==> config.mk <==
export PLATFORM = sky130hd
export DESIGN_NAME = dc_regbank
export DESIGN_NICKNAME = d
export VERILOG_FILES = /design/src/rtl/dc_regbank_pkg.sv /design/src/rtl/dc_rb_decode.sv /design/src/rtl/dc_rb_word.sv /design/src/rtl/dc_regbank.sv
export SDC_FILE = /design/constraint.sdc
export NUM_CORES = 1
export LEC_CHECK = 0
export BUFFER_PORTS_ARGS = -buffer_cell sky130_fd_sc_hd__buf_2
export CORE_MARGIN = 2
export CORE_UTILIZATION = 50
export DETAILED_ROUTE_END_ITERATION = 10
export PLACE_DENSITY_LB_ADDON = 0.12
export SYNTH_ARGS = -nofsm -noshare
export SYNTH_HDL_FRONTEND = slang
export SYNTH_SLANG_ARGS = --single-unit
==> constraint.sdc <==
create_clock -name clk -period 4.7 [get_ports clk]
set_clock_uncertainty 0.15 [all_clocks]
set_input_delay 0.94 -clock clk [delete_from_list [all_inputs] [get_ports clk]]
set_output_delay 0.94 -clock clk [all_outputs]
set_load 0.05 [all_outputs]
==> src/rtl/dc_regbank_pkg.sv <==
package dc_regbank_pkg;

  typedef enum logic [1:0] {
    OP_PUT  = 2'd0,
    OP_SET  = 2'd1,
    OP_CLR  = 2'd2,
    OP_NONE = 2'd3
  } acc_op_e;

  localparam int WORD_W    = 32;
  localparam int SLOT_MAIN = 0;
  localparam int SLOT_AUX  = 1;
  localparam int SLOT_CNT  = 2;
  localparam int SLOT_TIM0 = 3;

  localparam int B_RUN     = 0;
  localparam int B_MASTER  = 5;
  localparam int B_WLEN_LO = 8;
  localparam int B_BUSW_LO = 10;
  localparam int B_DOTCLK  = 17;
  localparam int B_VSYNC   = 18;
  localparam int B_BYPASS  = 19;
  localparam int B_CGATE   = 30;
  localparam int B_SRST    = 31;

  localparam int B_MASK_LO = 16;
  localparam int B_FCLR    = 21;

  localparam logic [WORD_W-1:0] SRST_ONLY = WORD_W'(1) << B_SRST;
  localparam logic [WORD_W-1:0] AUX_KEEP  = ~(WORD_W'(1) << B_FCLR);

  function automatic logic [WORD_W-1:0] apply_access(input acc_op_e op,
                                                     input logic [WORD_W-1:0] cur,
                                                     input logic [WORD_W-1:0] din);
    case (op)
      OP_PUT:  return din;
      OP_SET:  return cur | din;
      OP_CLR:  return cur & ~din;
      default: return cur;
    endcase
  endfunction

  function automatic logic next_bit(input acc_op_e op, input logic cur, input logic din);
    case (op)
      OP_PUT:  return din;
      OP_SET:  return cur | din;
      OP_CLR:  return cur & ~din;
      default: return cur;
    endcase
  endfunction

endpackage

==> src/rtl/dc_rb_decode.sv <==
module dc_rb_decode
  import dc_regbank_pkg::*;
#(
  parameter int ADDR_W   = 12,
  parameter int NUM_REGS = 8,
  parameter int IDX_W    = 3
) (
  input  logic [ADDR_W-1:0] addr,
  output logic [IDX_W-1:0]  idx,
  output acc_op_e           op,
  output logic              hit
);
  localparam int SLOT_W = ADDR_W - 4;

  logic [SLOT_W-1:0] slot;

  assign slot = addr[ADDR_W-1:4];
  assign idx  = slot[IDX_W-1:0];
  assign op   = acc_op_e'(addr[3:2]);
  assign hit  = (slot < SLOT_W'(NUM_REGS)) && (addr[3:2] != 2'd3) && (addr[1:0] == 2'd0);
endmodule

==> src/rtl/dc_rb_word.sv <==
module dc_rb_word
  import dc_regbank_pkg::*;
#(
  parameter logic [31:0] KEEP    = 32'hFFFF_FFFF,
  parameter bit          IS_CTRL = 1'b0
) (
  input  logic        clk,
  input  logic        rst_n,
  input  logic        we,
  input  acc_op_e     op,
  input  logic [31:0] din,
  input  logic        hold_zero,
  output logic [31:0] q
);
  logic [31:0] nxt;
  logic [31:0] raw;

  assign raw = (we ? apply_access(op, q, din) : q) & KEEP;

  generate
    if (IS_CTRL) begin : g_ctrl
      always_comb begin
        nxt = raw;
        if (raw[B_SRST] | hold_zero) nxt = raw & SRST_ONLY;
      end
    end else begin : g_plain
      always_comb begin
        nxt = raw;
        if (hold_zero) nxt = '0;
      end
    end
  endgenerate

  always_ff @(posedge clk or negedge rst_n) begin
    if (!rst_n) q <= '0;
    else        q <= nxt;
  end
endmodule

==> src/rtl/dc_regbank.sv <==
module dc_regbank
  import dc_regbank_pkg::*;
#(
  parameter int ADDR_W     = 12,
  parameter int NUM_TIMING = 5
) (
  input  logic                     clk,
  input  logic                     rst_n,
  input  logic                     wr_en,
  input  logic [ADDR_W-1:0]        addr,
  input  logic [31:0]              wdata,
  output logic [31:0]              rdata,
  output logic                     ctl_run,
  output logic                     ctl_master,
  output logic [1:0]               ctl_word_len,
  output logic [1:0]               ctl_bus_width,
  output logic                     ctl_dotclk_mode,
  output logic                     ctl_vsync_mode,
  output logic                     ctl_bypass_cnt,
  output logic                     ctl_clk_gate,
  output logic                     ctl_soft_rst,
  output logic                     fifo_clr,
  output logic [3:0]               byte_mask,
  output logic [15:0]              line_count,
  output logic [15:0]              pixel_count,
  output logic [32*NUM_TIMING-1:0] timing_words
);
  localparam int NUM_REGS = SLOT_TIM0 + NUM_TIMING;
  localparam int IDX_W    = $clog2(NUM_REGS);

  logic [IDX_W-1:0] acc_idx;
  acc_op_e          acc_op;
  logic             acc_hit;
  logic             wr_hit;
  logic             srst_nx;
  logic             fclr_q;
  logic [31:0]      word_q [NUM_REGS];

  dc_rb_decode #(.ADDR_W(ADDR_W), .NUM_REGS(NUM_REGS), .IDX_W(IDX_W)) u_dec (
    .addr (addr),
    .idx  (acc_idx),
    .op   (acc_op),
    .hit  (acc_hit)
  );

  assign wr_hit  = wr_en && acc_hit;
  assign srst_nx = (wr_hit && acc_idx == IDX_W'(SLOT_MAIN))
                   ? next_bit(acc_op, word_q[SLOT_MAIN][B_SRST], wdata[B_SRST])
                   : word_q[SLOT_MAIN][B_SRST];

  generate
    for (genvar k = 0; k < NUM_REGS; k++) begin : g_word
      dc_rb_word #(
        .KEEP    ((k == SLOT_AUX) ? AUX_KEEP : 32'hFFFF_FFFF),
        .IS_CTRL (k == SLOT_MAIN)
      ) u_word (
        .clk       (clk),
        .rst_n     (rst_n),
        .we        (wr_hit && acc_idx == IDX_W'(k)),
        .op        (acc_op),
        .din       (wdata),
        .hold_zero ((k == SLOT_MAIN) ? 1'b0 : srst_nx),
        .q         (word_q[k])
      );
    end
    for (genvar t = 0; t < NUM_TIMING; t++) begin : g_tim
      assign timing_words[32*t +: 32] = word_q[SLOT_TIM0 + t];
    end
  endgenerate

  always_ff @(posedge clk or negedge rst_n) begin
    if (!rst_n) fclr_q <= 1'b0;
    else        fclr_q <= wr_hit && acc_idx == IDX_W'(SLOT_AUX) && acc_op != OP_CLR
                          && wdata[B_FCLR] && !srst_nx;
  end

  assign rdata           = acc_hit ? word_q[acc_idx] : '0;
  assign fifo_clr        = fclr_q;
  assign ctl_run         = word_q[SLOT_MAIN][B_RUN];
  assign ctl_master      = word_q[SLOT_MAIN][B_MASTER];
  assign ctl_word_len    = word_q[SLOT_MAIN][B_WLEN_LO +: 2];
  assign ctl_bus_width   = word_q[SLOT_MAIN][B_BUSW_LO +: 2];
  assign ctl_dotclk_mode = word_q[SLOT_MAIN][B_DOTCLK];
  assign ctl_vsync_mode  = word_q[SLOT_MAIN][B_VSYNC];
  assign ctl_bypass_cnt  = word_q[SLOT_MAIN][B_BYPASS];
  assign ctl_clk_gate    = word_q[SLOT_MAIN][B_CGATE];
  assign ctl_soft_rst    = word_q[SLOT_MAIN][B_SRST];
  assign byte_mask       = word_q[SLOT_AUX][B_MASK_LO +: 4];
  assign line_count      = word_q[SLOT_CNT][31:16];
  assign pixel_count     = word_q[SLOT_CNT][15:0];
endmodule

* Yosys cells after proc, flatten, opt, wreduce, memory -nomap -nowiden
Cells that the tools add are included.
** Word-level totals
- Bits in registers :: 257
- Bits in latches :: 0
- Memory bits (writable) :: 0
- ROM bits :: 0
- Output and inout bits :: 240
- Logic and storage cells :: 111
- Memories :: 0
** Operators by class
- Add/subtract/negate cells :: 0
- Multiply operators :: 0
- Div/mod/pow operators :: 0
- $lt $le $gt $ge :: 2
- Equal/unequal tests :: 11
- Shifts and indexed selects :: 0
- Mux-type cells :: 30
- Bitwise logic cells :: 21
- Reductions and logical operators :: 36
** Operators by type and width (number)
- one-hot mux 32 bit (3 select lines) :: 8
- two-way mux 32 bit :: 19
- bitwise AND 32 bit :: 8
- bitwise OR 32 bit :: 8
- binary-select mux 32 bit (select 3 bit) :: 1
- inverter 32 bit :: 1
- AND reduction 2 bit :: 8
- nonzero test 2 bit :: 8
- logical AND 1 bit :: 14
- equality test 3 bit (second input constant) :: 4
- < comparator 8 x 4 -> 1 bit (second input constant) :: 1
- nonzero test 4 bit :: 2
- equality test 3 x 2 -> 1 bit (second input constant) :: 2
- >= comparator 4 bit (second input constant) :: 1
- logical NOT 2 bit :: 2
- inequality test 2 bit (second input constant) :: 2
- inverter 3 -> 4 bit :: 1
- equality test 3 x 1 -> 1 bit (second input constant) :: 1
- logical NOT 3 bit :: 1
- one-hot mux 1 bit (3 select lines) :: 1
- equality test 2 x 1 -> 1 bit (second input constant) :: 1
- equality test 2 bit (second input constant) :: 1
- bitwise AND 1 bit :: 1
- logical NOT 1 bit :: 1
- other kinds (3) :: 3

* Logic depth before layout (Yosys ltp)
- Depth after elaboration :: 8
- Gate-level depth with buffers :: 10
- Gate-level depth less buffers :: 7

* Hierarchy
Synthesis repeated with hierarchy kept, for this count alone.
** Second synthesis, totals
- Cell total of the unflattened synthesis :: 1645
- Area total of the unflattened synthesis :: 17362.9 um^2
** By module, submodules not included
- dc_rb_word (g_word[2].u_word ...) :: instances 6, cells an instance 187, area an instance 1866.8 um^2, seq. area each 800.8 um^2
- dc_rb_word (g_word[1].u_word) :: instances 1, cells an instance 193, area an instance 2203.4 um^2, seq. area each 775.7 um^2
- dc_regbank :: instances 1, cells an instance 143, area an instance 2077.0 um^2, seq. area each 25.0 um^2
- dc_rb_word (g_word[0].u_word) :: instances 1, cells an instance 178, area an instance 1823.0 um^2, seq. area each 800.8 um^2
- dc_rb_decode :: instances 1, cells an instance 9, area an instance 58.8 um^2, seq. area each 0.0 um^2

* Least setup slack after synthesis
Ideal clock, no wire load.
- Kind :: input-to-output
- From :: input port addr[5]
- To :: output port rdata[13]
- Arrival time :: 2.766 ns
- Required time :: 3.610 ns
- Path slack :: 0.844 ns
- Stages on the path :: 6
- Cell sequence :: buf_2 > clkbuf_1 > clkbuf_1 > mux4_2 > mux2i_1 > nor2_1
** On the way
- Cells in the longest elaborated chain, start to end :: 5
- Elaborated cells on any way between the ends :: 8
- Classes of those cells :: order compare: 1; mux: 4; bitwise: 1; reduce/logical: 2
** RTL lines
- from (decl) :: RTL line dc_regbank.sv:10 : input logic [ADDR_W-1:0] addr,
- parallel branches: the longest is 4 deep, another holds < comparator 8 x 4 -> 1 bit
- two-way mux 32 bit * :: RTL line dc_regbank.sv:77 : assign rdata = acc_hit ? word_q[acc_idx] : '0;
- to (decl) :: RTL line dc_regbank.sv:12 : output logic [31:0] rdata,
Every way passes the cells marked *. The select of a mux whose other input is x is not followed.

* Worst setup path after layout
- From :: input port addr[4]
- To :: output port rdata[24]
The elaborated chain is that of the path after synthesis.

==> results.cfg <==
[run_status]
outcome = finished clean

[cells_and_area]
nets = 1524
seq_area_mm2 = 0.006406
final_cell_mix = buf_2, dfrtp_1, a21oi_1
drive_above_1_share = 0.3987
fillers = 2461
final_common_cell = buf_2
area_growth_pct = 16.80
fin_util = 0.5892
multi_input_area_mm2 = 0.007106

[clock_tree]
numCtsBuffers = 28
ctsResizeCount = 0
h-tree-depth = 1
cts_buffer_depth = 3
post_cts_buffers = 0
cts_hold_buf = 0
clock-sinks = 256
cts_tree = yes
cts-root-buf = clkbuf_16
path_clk_slew_ns = 0.06
worstSkewPairLatency_ns = 0.53

[setup_path]
end_kind = output port
path_max_fanout = 24
crit_required_ns = 3.61
cp.arrival_ns = 2.82
rrSetupSlack_ns = 2.26
cp-start-kind = input port
worstSetupPathType = in2out

[detailed_routing]
wl_um = 43270
drc = 0
ant_nets = 0
drt-wirelength-per-cell_um = 23.07
first_pass_iters = 5
drt_iter0_drc = 1032
dr_total_vias = 11740
routed_via_density = 6.256

[synthesis]
synth-simple-area-share = 0.04214
avgSynthCellArea_um2 = 11.22
yosys_warnings = 0
syn_inst = 1283
ys_seq_elements = 256
ys.flop_type = dfrtp_1
synth_seq_area_share = 0.4448
syn-cell-area_mm2 = 0.01440
async_reset_ff_frac = 1.000
synth_xor_area_frac = 0
synth_edf_count = 0
synth_fp_nets = 1334
synth_top_family_by_area = compound AO/OA/AOI/OAI gates
synth_fa_ha_area_frac = 0.003475
synth_compound_area_frac = 0.3226
synthMuxAreaShare = 0.1215
synth_cell_type_count = 38

[job]
cap_violations = 0

[sta]
finalSetupTns_ns = 0
slew_violations = 0
tightestPinTransition_ns = 1.049
worst_hold_slack_ns = 0.3460
fin_crit_sh = 0.8320
finalCriticalPeriod_ns = 3.911
hold_viol = 0
clock.fmax_mhz = 255.7
setup_viol = 0
slew_headroom = 0.3006
rsz0062_at_grt = false

[power_and_ir_drop]
power.density_mw_per_mm2 = 296.0
finalPower_mw = 4.980
peakVddDrop_v = 0.0002008
p_leak_nw = 7.584

[place]
place_congestion = 0.8381
port_buffers = 286
dpl.hpwl_um = 27400

[grt]
grt_pass1_vias = 11430
antenna_found_initial = 2
grt_pass1_wl_um = 68570
overflow = 0
gr-usage-all-layers = 0.2851
grt_max_degree = 123

[worst_hold_path]
hold_path_class = reg2reg

[die]
coreArea_mm2 = 0.02855
die-area_mm2 = 0.03018
pin_count = 287
initial_core_util = 0.5045
std_cell_rows = 62
die_x_um = 173.7
die_h_um = 173.7
==> logic make-up after synthesis <==
kind of cell	count (synthesis)
AO/OA/AOI/OAI	610
adder cells (fa/ha/maj)	4
buffers and inverters	196
flip-flops	256
multiplexers	96
AND/OR/NAND/NOR	121
==> report_power, final <==
group	internal [mW]	switching, mW	total [mW]	leakage [nW]
registers	2.24	0.0369	2.28	3.56
logic	0.167	0.426	0.593	3.59
clock network	1.23	0.880	2.11	0.429
total	3.64	1.34	4.98	7.58
==> sequential cells by signal, indices dropped and copies added, names as in the netlist <==
signal	count
g_word.u_word.q	255
fifo_clr	1
==> synthesized netlist by cell type (2+ instances only) <==
cell type,n,area share
clkbuf_2,2,0.00070
o21ai_0,4,0.0014
o22a_1,31,0.019
a211oi_2,150,0.13
nor4_4,5,0.0074
clkbuf_1,87,0.023
nand2_1,33,0.0086
mux4_2,63,0.099
nand3_1,3,0.0010
buf_1,10,0.0026
mux2i_1,33,0.023
nor2_2,3,0.0013
a21boi_0,30,0.016
dfrtp_1,256,0.44
a21oi_1,256,0.089
o21ai_1,32,0.011
o21a_1,30,0.016
ha_1,4,0.0035
nor2_1,65,0.017
buf_2,38,0.013
buf_4,8,0.0042
a211oi_1,72,0.038
nand2b_1,4,0.0017
inv_1,34,0.0089
buf_6,17,0.013
==> layout make-up <==
class,count,share of cell area
well taps,384,0.02856
inverters,34,0.007587
clock buffers,44,0.05065
repair buffers,322,0.1087
flip-flops and latches,256,0.3808
clock inverters,3,0.0008926
multi-input cells,831,0.4224
diodes,2,0.0002975
==> worst max-delay path: stages <==
cell and delay, ns:
buf_4 0.45, buf_4 0.39, mux4_2 0.54, mux2i_1 0.18, nor2_1 0.06, buf_2 0.23
==> metal layers <==
layer / GRT usage / up-vias / routed length (µm) / share of wire
li1: - / 5239 / - / -
met1: 0.4247 / 5982 / 19510 / 0.45
met2: 0.4382 / 457 / 20010 / 0.46
met3: 0.04364 / 59 / 2722 / 0.063
met4: 0.07668 / 0 / 1025 / 0.024
met5: 0 / - / 0 / 0
==> path summary, 6_finish.rpt <==
| path | startpoint | to | depth (start not counted) |
|---|---|---|---|
| max reg2reg | g_word[0].u_word.q[31] | g_word[2].u_word.q[2] | 5 |
| max in group asynchronous | rst_n | g_word[0].u_word.q[25] | 2 |
| min | g_word[0].u_word.q[20] | g_word[0].u_word.q[20] | 1 |
| min reg2reg | g_word[0].u_word.q[20] | g_word[0].u_word.q[20] | 1 |
| min in group asynchronous | rst_n | g_word[5].u_word.q[5] | 1 |
| max | addr[4] | rdata[24] | 6 |
==> metrics by stage <==
| step | worst slack [ns] | std cells | area (µm²) |
|---|---|---|---|
| after floorplan | 0.8439 | 1283 | 14400 |
| after global routing | 0.6495 | 1876 | 16820 |
| after global placement | 0.8094 | 1827 | 15950 |
| after detailed placement | 0.7556 | 1827 | 15950 |
| after CTS | 0.7514 | 1874 | 16820 |
| final | 0.7895 | 1876 | 16820 |
No activity file was read; power rests on OpenSTA's default activity.
